`config.mk`:
```
export PLATFORM = sky130hd
export DESIGN_NAME = nmi_arbiter
export DESIGN_NICKNAME = d
export VERILOG_FILES = /design/src/rtl/nmi_arbiter.sv
export SDC_FILE = /design/constraint.sdc
export NUM_CORES = 1
export LEC_CHECK = 0
export ABC_AREA = 1
export CAP_MARGIN = 10
export CORE_AREA = 2 2 39 41
export DETAILED_ROUTE_END_ITERATION = 16
export DIE_AREA = 0 0 41 43
export PLACE_DENSITY = 0.55
export SLEW_MARGIN = 10
export SYNTH_ARGS = -nofsm -noshare
export SYNTH_HDL_FRONTEND = slang
export SYNTH_SLANG_ARGS = --single-unit
```
`constraint.sdc`:
```
create_clock -name clk -period 1.2 [get_ports clk]
set_input_delay 0.12 -clock clk [delete_from_list [all_inputs] [get_ports clk]]
set_output_delay 0.12 -clock clk [all_outputs]
set_load 0.02 [all_outputs]
```
`src/rtl/nmi_arbiter.sv`:
```
module nmi_arbiter #(
  parameter int   SYNC_STAGES = 2,
  parameter logic PIN_IDLE    = 1'b0
) (
  input  logic       clk,
  input  logic       rst_n,
  input  logic       nmi_pin,
  input  logic [1:0] edge_mode,
  input  logic       wdt_ovf,
  input  logic [1:0] wdt_mode,
  input  logic       np_flag,
  input  logic       reti,
  output logic       ack,
  output logic       ack_vec
);
  localparam int MSB = SYNC_STAGES - 1;

  logic [MSB:0] sync_q;
  logic         pin_d;
  logic         pin_now;
  logic         pin_ev;
  logic         wdt_ev;
  logic         pin_req;
  logic         wdt_cand;
  logic         pin_cand;
  logic         preempt;
  logic         issue_wdt;
  logic         issue_pin;
  logic         svc;
  logic         svc_src;
  logic         pend_wdt;
  logic         pend_pin;

  generate
    if (SYNC_STAGES > 1) begin : g_sync
      always_ff @(posedge clk) begin
        if (!rst_n) sync_q <= {SYNC_STAGES{PIN_IDLE}};
        else        sync_q <= {sync_q[MSB-1:0], nmi_pin};
      end
    end else begin : g_single
      always_ff @(posedge clk) begin
        if (!rst_n) sync_q <= PIN_IDLE;
        else        sync_q <= nmi_pin;
      end
    end
  endgenerate

  assign pin_now = sync_q[MSB];

  always_ff @(posedge clk) begin
    if (!rst_n) pin_d <= PIN_IDLE;
    else        pin_d <= pin_now;
  end

  always_comb begin
    case (edge_mode)
      2'b01:   pin_ev = pin_now & ~pin_d;
      2'b10:   pin_ev = ~pin_now & pin_d;
      2'b11:   pin_ev = pin_now ^ pin_d;
      default: pin_ev = 1'b0;
    endcase
  end

  assign wdt_ev    = wdt_ovf && (wdt_mode == 2'b01);
  assign pin_req   = pin_ev && !wdt_ev;
  assign wdt_cand  = wdt_ev || pend_wdt;
  assign pin_cand  = pin_req || pend_pin;
  assign preempt   = svc && !reti && !svc_src && !np_flag && wdt_cand;
  assign issue_wdt = (!svc && wdt_cand) || preempt;
  assign issue_pin = !svc && !wdt_cand && pin_cand;

  always_ff @(posedge clk) begin
    if (!rst_n) begin
      svc      <= 1'b0;
      svc_src  <= 1'b0;
      pend_wdt <= 1'b0;
      pend_pin <= 1'b0;
      ack      <= 1'b0;
      ack_vec  <= 1'b0;
    end else begin
      pend_wdt <= issue_wdt ? 1'b0 : wdt_cand;
      pend_pin <= issue_pin ? 1'b0 : pin_cand;
      if (issue_wdt || issue_pin) svc <= 1'b1;
      else if (reti)              svc <= 1'b0;
      if (issue_wdt)      svc_src <= 1'b1;
      else if (issue_pin) svc_src <= 1'b0;
      ack     <= issue_wdt || issue_pin;
      ack_vec <= issue_wdt;
    end
  end

  a_r10_ack_in_service: assert property (@(posedge clk) disable iff (!rst_n)
    ack |-> svc);

  a_r5_pin_waits: assert property (@(posedge clk) disable iff (!rst_n)
    (svc && !reti) |=> !(ack && !ack_vec));

  a_r6_wdt_held: assert property (@(posedge clk) disable iff (!rst_n)
    (svc && (svc_src || np_flag) && !reti) |=> !(ack && ack_vec));

  a_r4_wdt_wins: assert property (@(posedge clk) disable iff (!rst_n)
    wdt_ev |=> !(ack && !ack_vec));

  a_r3_wdt_source: assert property (@(posedge clk) disable iff (!rst_n)
    (ack && ack_vec) |-> ($past(wdt_ovf && (wdt_mode == 2'b01)) || $past(pend_wdt)));
endmodule

```
==> flow_metrics.env, run 1 <==
export IMPL_outcome="complete, but fails checks"
export IMPL_violations="negative setup slack"
export IMPL_clock_sinks=9
export IMPL_ys_seq_area_share_pct=44.4
export IMPL_drv_cap=0
export IMPL_max_stage_delay_ns=0.35
export IMPL_multi_input_area_sq_um=200
export IMPL_worst_slew_margin_rel_pct=77.9
export IMPL_syn_cell_area_sq_um=405
export IMPL_cts_buffer_depth=2
export IMPL_numPortBuffers=11
export IMPL_critPathSlowestCell="dfxtp_2"
export IMPL_path_class="flop to flop"
export IMPL_end_kind="flop"
export IMPL_hold_viol=0
export IMPL_io_pin_count=12
export IMPL_placed_area_sq_um=546
export IMPL_die_area_sq_um=1760
export IMPL_drive_gt1_share_pct=27.9
export IMPL_drcViolationCount=0
export IMPL_fp_dieW_um=41
export IMPL_setup_viol=3
export IMPL_grt_pass1_wl_um=1040
export IMPL_critical_path_cell_chain="inv_2, ha_4, inv_2, nand2_1, nand3_1, nand2_1, nand2_2, nand2_2, nand3_2, inv_1"
export IMPL_utilization_pct=43.7
export IMPL_crit_required_ns=1.40
export IMPL_drtIter0Drc=4
export IMPL_drt_pass1_iterations=4
export IMPL_place_congestion=0.723
export IMPL_fmax_mhz=820
export IMPL_die_h_um=43
export IMPL_fill_cells=150
export IMPL_worst_slack_ns=-0.0190
export IMPL_start_util_pct=29.3
export IMPL_antenna_cells=0
export IMPL_ys_types=11
export IMPL_cts_root_buf="clkbuf_4"
export IMPL_crit_buf_inv=3
export IMPL_wl_per_cell_um=8.46
export IMPL_hold_class="primary input to flop"
export IMPL_cts_tree="yes"
export IMPL_clock_skew_final_ns=0.00328
export IMPL_power_density_nw_per_um2=1130
export IMPL_yosys_warnings=0
export IMPL_ant_nets=0
export IMPL_grt_usage_pct=9.80
export IMPL_final_common_cell="nand2_1"
export IMPL_vdd_drop_max_uv=490
export IMPL_synth_seq_cells=9
export IMPL_grt_max_degree=8
export IMPL_place_ws_ns=-0.0840
export IMPL_design_area_sq_um=604
export IMPL_setup_tns_ns=-0.0475
export IMPL_fin_crit_ns=1.22
export IMPL_cp_max_fo=3
export IMPL_core_area_sq_um=1380
export IMPL_area_growth_syn_to_layout_pct=49.1
export IMPL_cts_htree_levels=1
export IMPL_antenna_found_initial=0
export IMPL_hold_buffers=0
export IMPL_mostFrequentLayoutCells="13 x nand2_1, 12 x inv_1, 9 x clkdlybuf4s50_1, 7 x dfxtp_1, 6 x nand3_2"
export IMPL_fin_cells=84
export IMPL_tightestPinTransition_ns=0.330
export IMPL_post_drt_via_cell_ratio=3.93
export IMPL_worst_ep_arrival_time_ns=1.42
export IMPL_grt_pass1_vias=250
export IMPL_wl_um=711
export IMPL_dpl_hpwl_um=505
export IMPL_synthCells=52
export IMPL_dp_cells=80
export IMPL_layout_nets=81
export IMPL_leakage_nw=0.316
export IMPL_clkTransAtPathRegs_ns=0.06
export IMPL_rows=14
export IMPL_clk_latency_ns=0.25
export IMPL_vias=330
export IMPL_rsz0062_at_grt="true"
export IMPL_synth_nets=64
export IMPL_overflow=0
export IMPL_syn_avg_cell_area_sq_um=7.80
export IMPL_min_period_over_period_pct=102
export IMPL_cts_buffers=3
export IMPL_maxSlewViolCount=0
export IMPL_worst_setup_path_start_kind="flop"
export IMPL_seqCellArea_sq_um=183
export IMPL_cp_top_family="simple AND/OR/NAND/NOR gates"
## worst register-to-register path, stage by stage (launching register included)
cell	delay, ns
dfxtp_2	0.35
inv_2	0.05
ha_4	0.26
inv_2	0.02
nand2_1	0.04
nand3_1	0.06
nand2_1	0.08
nand2_2	0.09
nand2_2	0.10
nand3_2	0.06
inv_1	0.06
## per-layer routing
metal  global-route usage, %  share of wire, %  vias to the layer above
li1                        -                 -                      184
met1                    13.1                48                      135
met2                    9.38                44                        9
met3                    4.71               5.9                        2
met4                    12.0               2.0                        0
met5                       0                 0                        -
## cells in the mapped netlist
master | instances | area (sq um)
nand3_1 | 5 | 25.0
dfxtp_1 | 9 | 180
o31ai_4 | 1 | 21.3
nor2_1 | 2 | 7.51
ha_1 | 2 | 25.0
inv_1 | 14 | 52.6
nand2_2 | 2 | 12.5
buf_2 | 1 | 5.00
nand3b_1 | 1 | 7.51
nand2_1 | 13 | 48.8
nand3_2 | 2 | 20.0
## metrics by stage
stage          total power [mW]  hold WS, ns
6_report                  0.684        0.396
5_1_grt                   0.733        0.423
4_1_cts                   0.690        0.392
3_5_place_dp              0.455        0.402
3_3_place_gp              0.454        0.395
2_1_floorplan             0.399        0.218
## flip-flops by register name, indices dropped and copies added, names as in the netlist
| name | count |
|---|---|
| pin_d | 1 |
| sync_q | 2 |
| svc | 1 |
| ack_vec | 1 |
| svc_src | 1 |
| pend_pin | 1 |
| ack | 1 |
| pend_wdt | 1 |
## power by group
group	leakage (nW)	internal, mW	switching (mW)
sequential	0.0747	0.319	0.0129
clock	0.0150	0.128	0.0972
combinational	0.226	0.0652	0.0620
total	0.316	0.512	0.172
## logic make-up (layout without fill, tap and decap cells)
logic type	Yosys count	in the layout	synth area share [%]
fa+ha+maj	2	2	6.17
buf+inv	15	31	14.2
simple gates	25	25	29.9
flops	9	9	44.4
compound gates	1	1	5.25
## final timing paths
kind	cells after the start	startpoint	slack, ns	end
hold reg to reg	2	sync_q[0]	0.41	sync_q[1]
hold / removal	3	nmi_pin	0.40	sync_q[0]
setup reg to reg	10	sync_q[1]	-0.02	pend_pin
setup / recovery	10	sync_q[1]	-0.02	pend_pin
## repair_timing
action / in CTS / in global routing
gates cloned: 0 / 0
gates resized for setup: 8 / 3
endpoints found under the setup margin: 6 / 4
buffers inserted: 0 / 0
pin swaps: 4 / 4
endpoints found under the hold margin: 0 / 0
## layout make-up
class	count	area share, %
multi-input combinational	28	33.1
sequential	9	30.2
timing repair buffer	13	20.3
inverter	14	8.70
clock buffer	4	4.35
tap	16	3.31
Power figures use the tool's default switching activity.
==> run 2, diff against run 1 <==
--- a/config.mk
+++ b/config.mk
@@ -11,7 +11,7 @@
 export DETAILED_ROUTE_END_ITERATION = 16
 export DIE_AREA = 0 0 41 43
 export PLACE_DENSITY = 0.55
-export SLEW_MARGIN = 10
+export SLEW_MARGIN = 20
 export SYNTH_ARGS = -nofsm -noshare
 export SYNTH_HDL_FRONTEND = slang
 export SYNTH_SLANG_ARGS = --single-unit
==> results of run 2 <==
Final layout, timing and power as in run 1 (identical DEF).
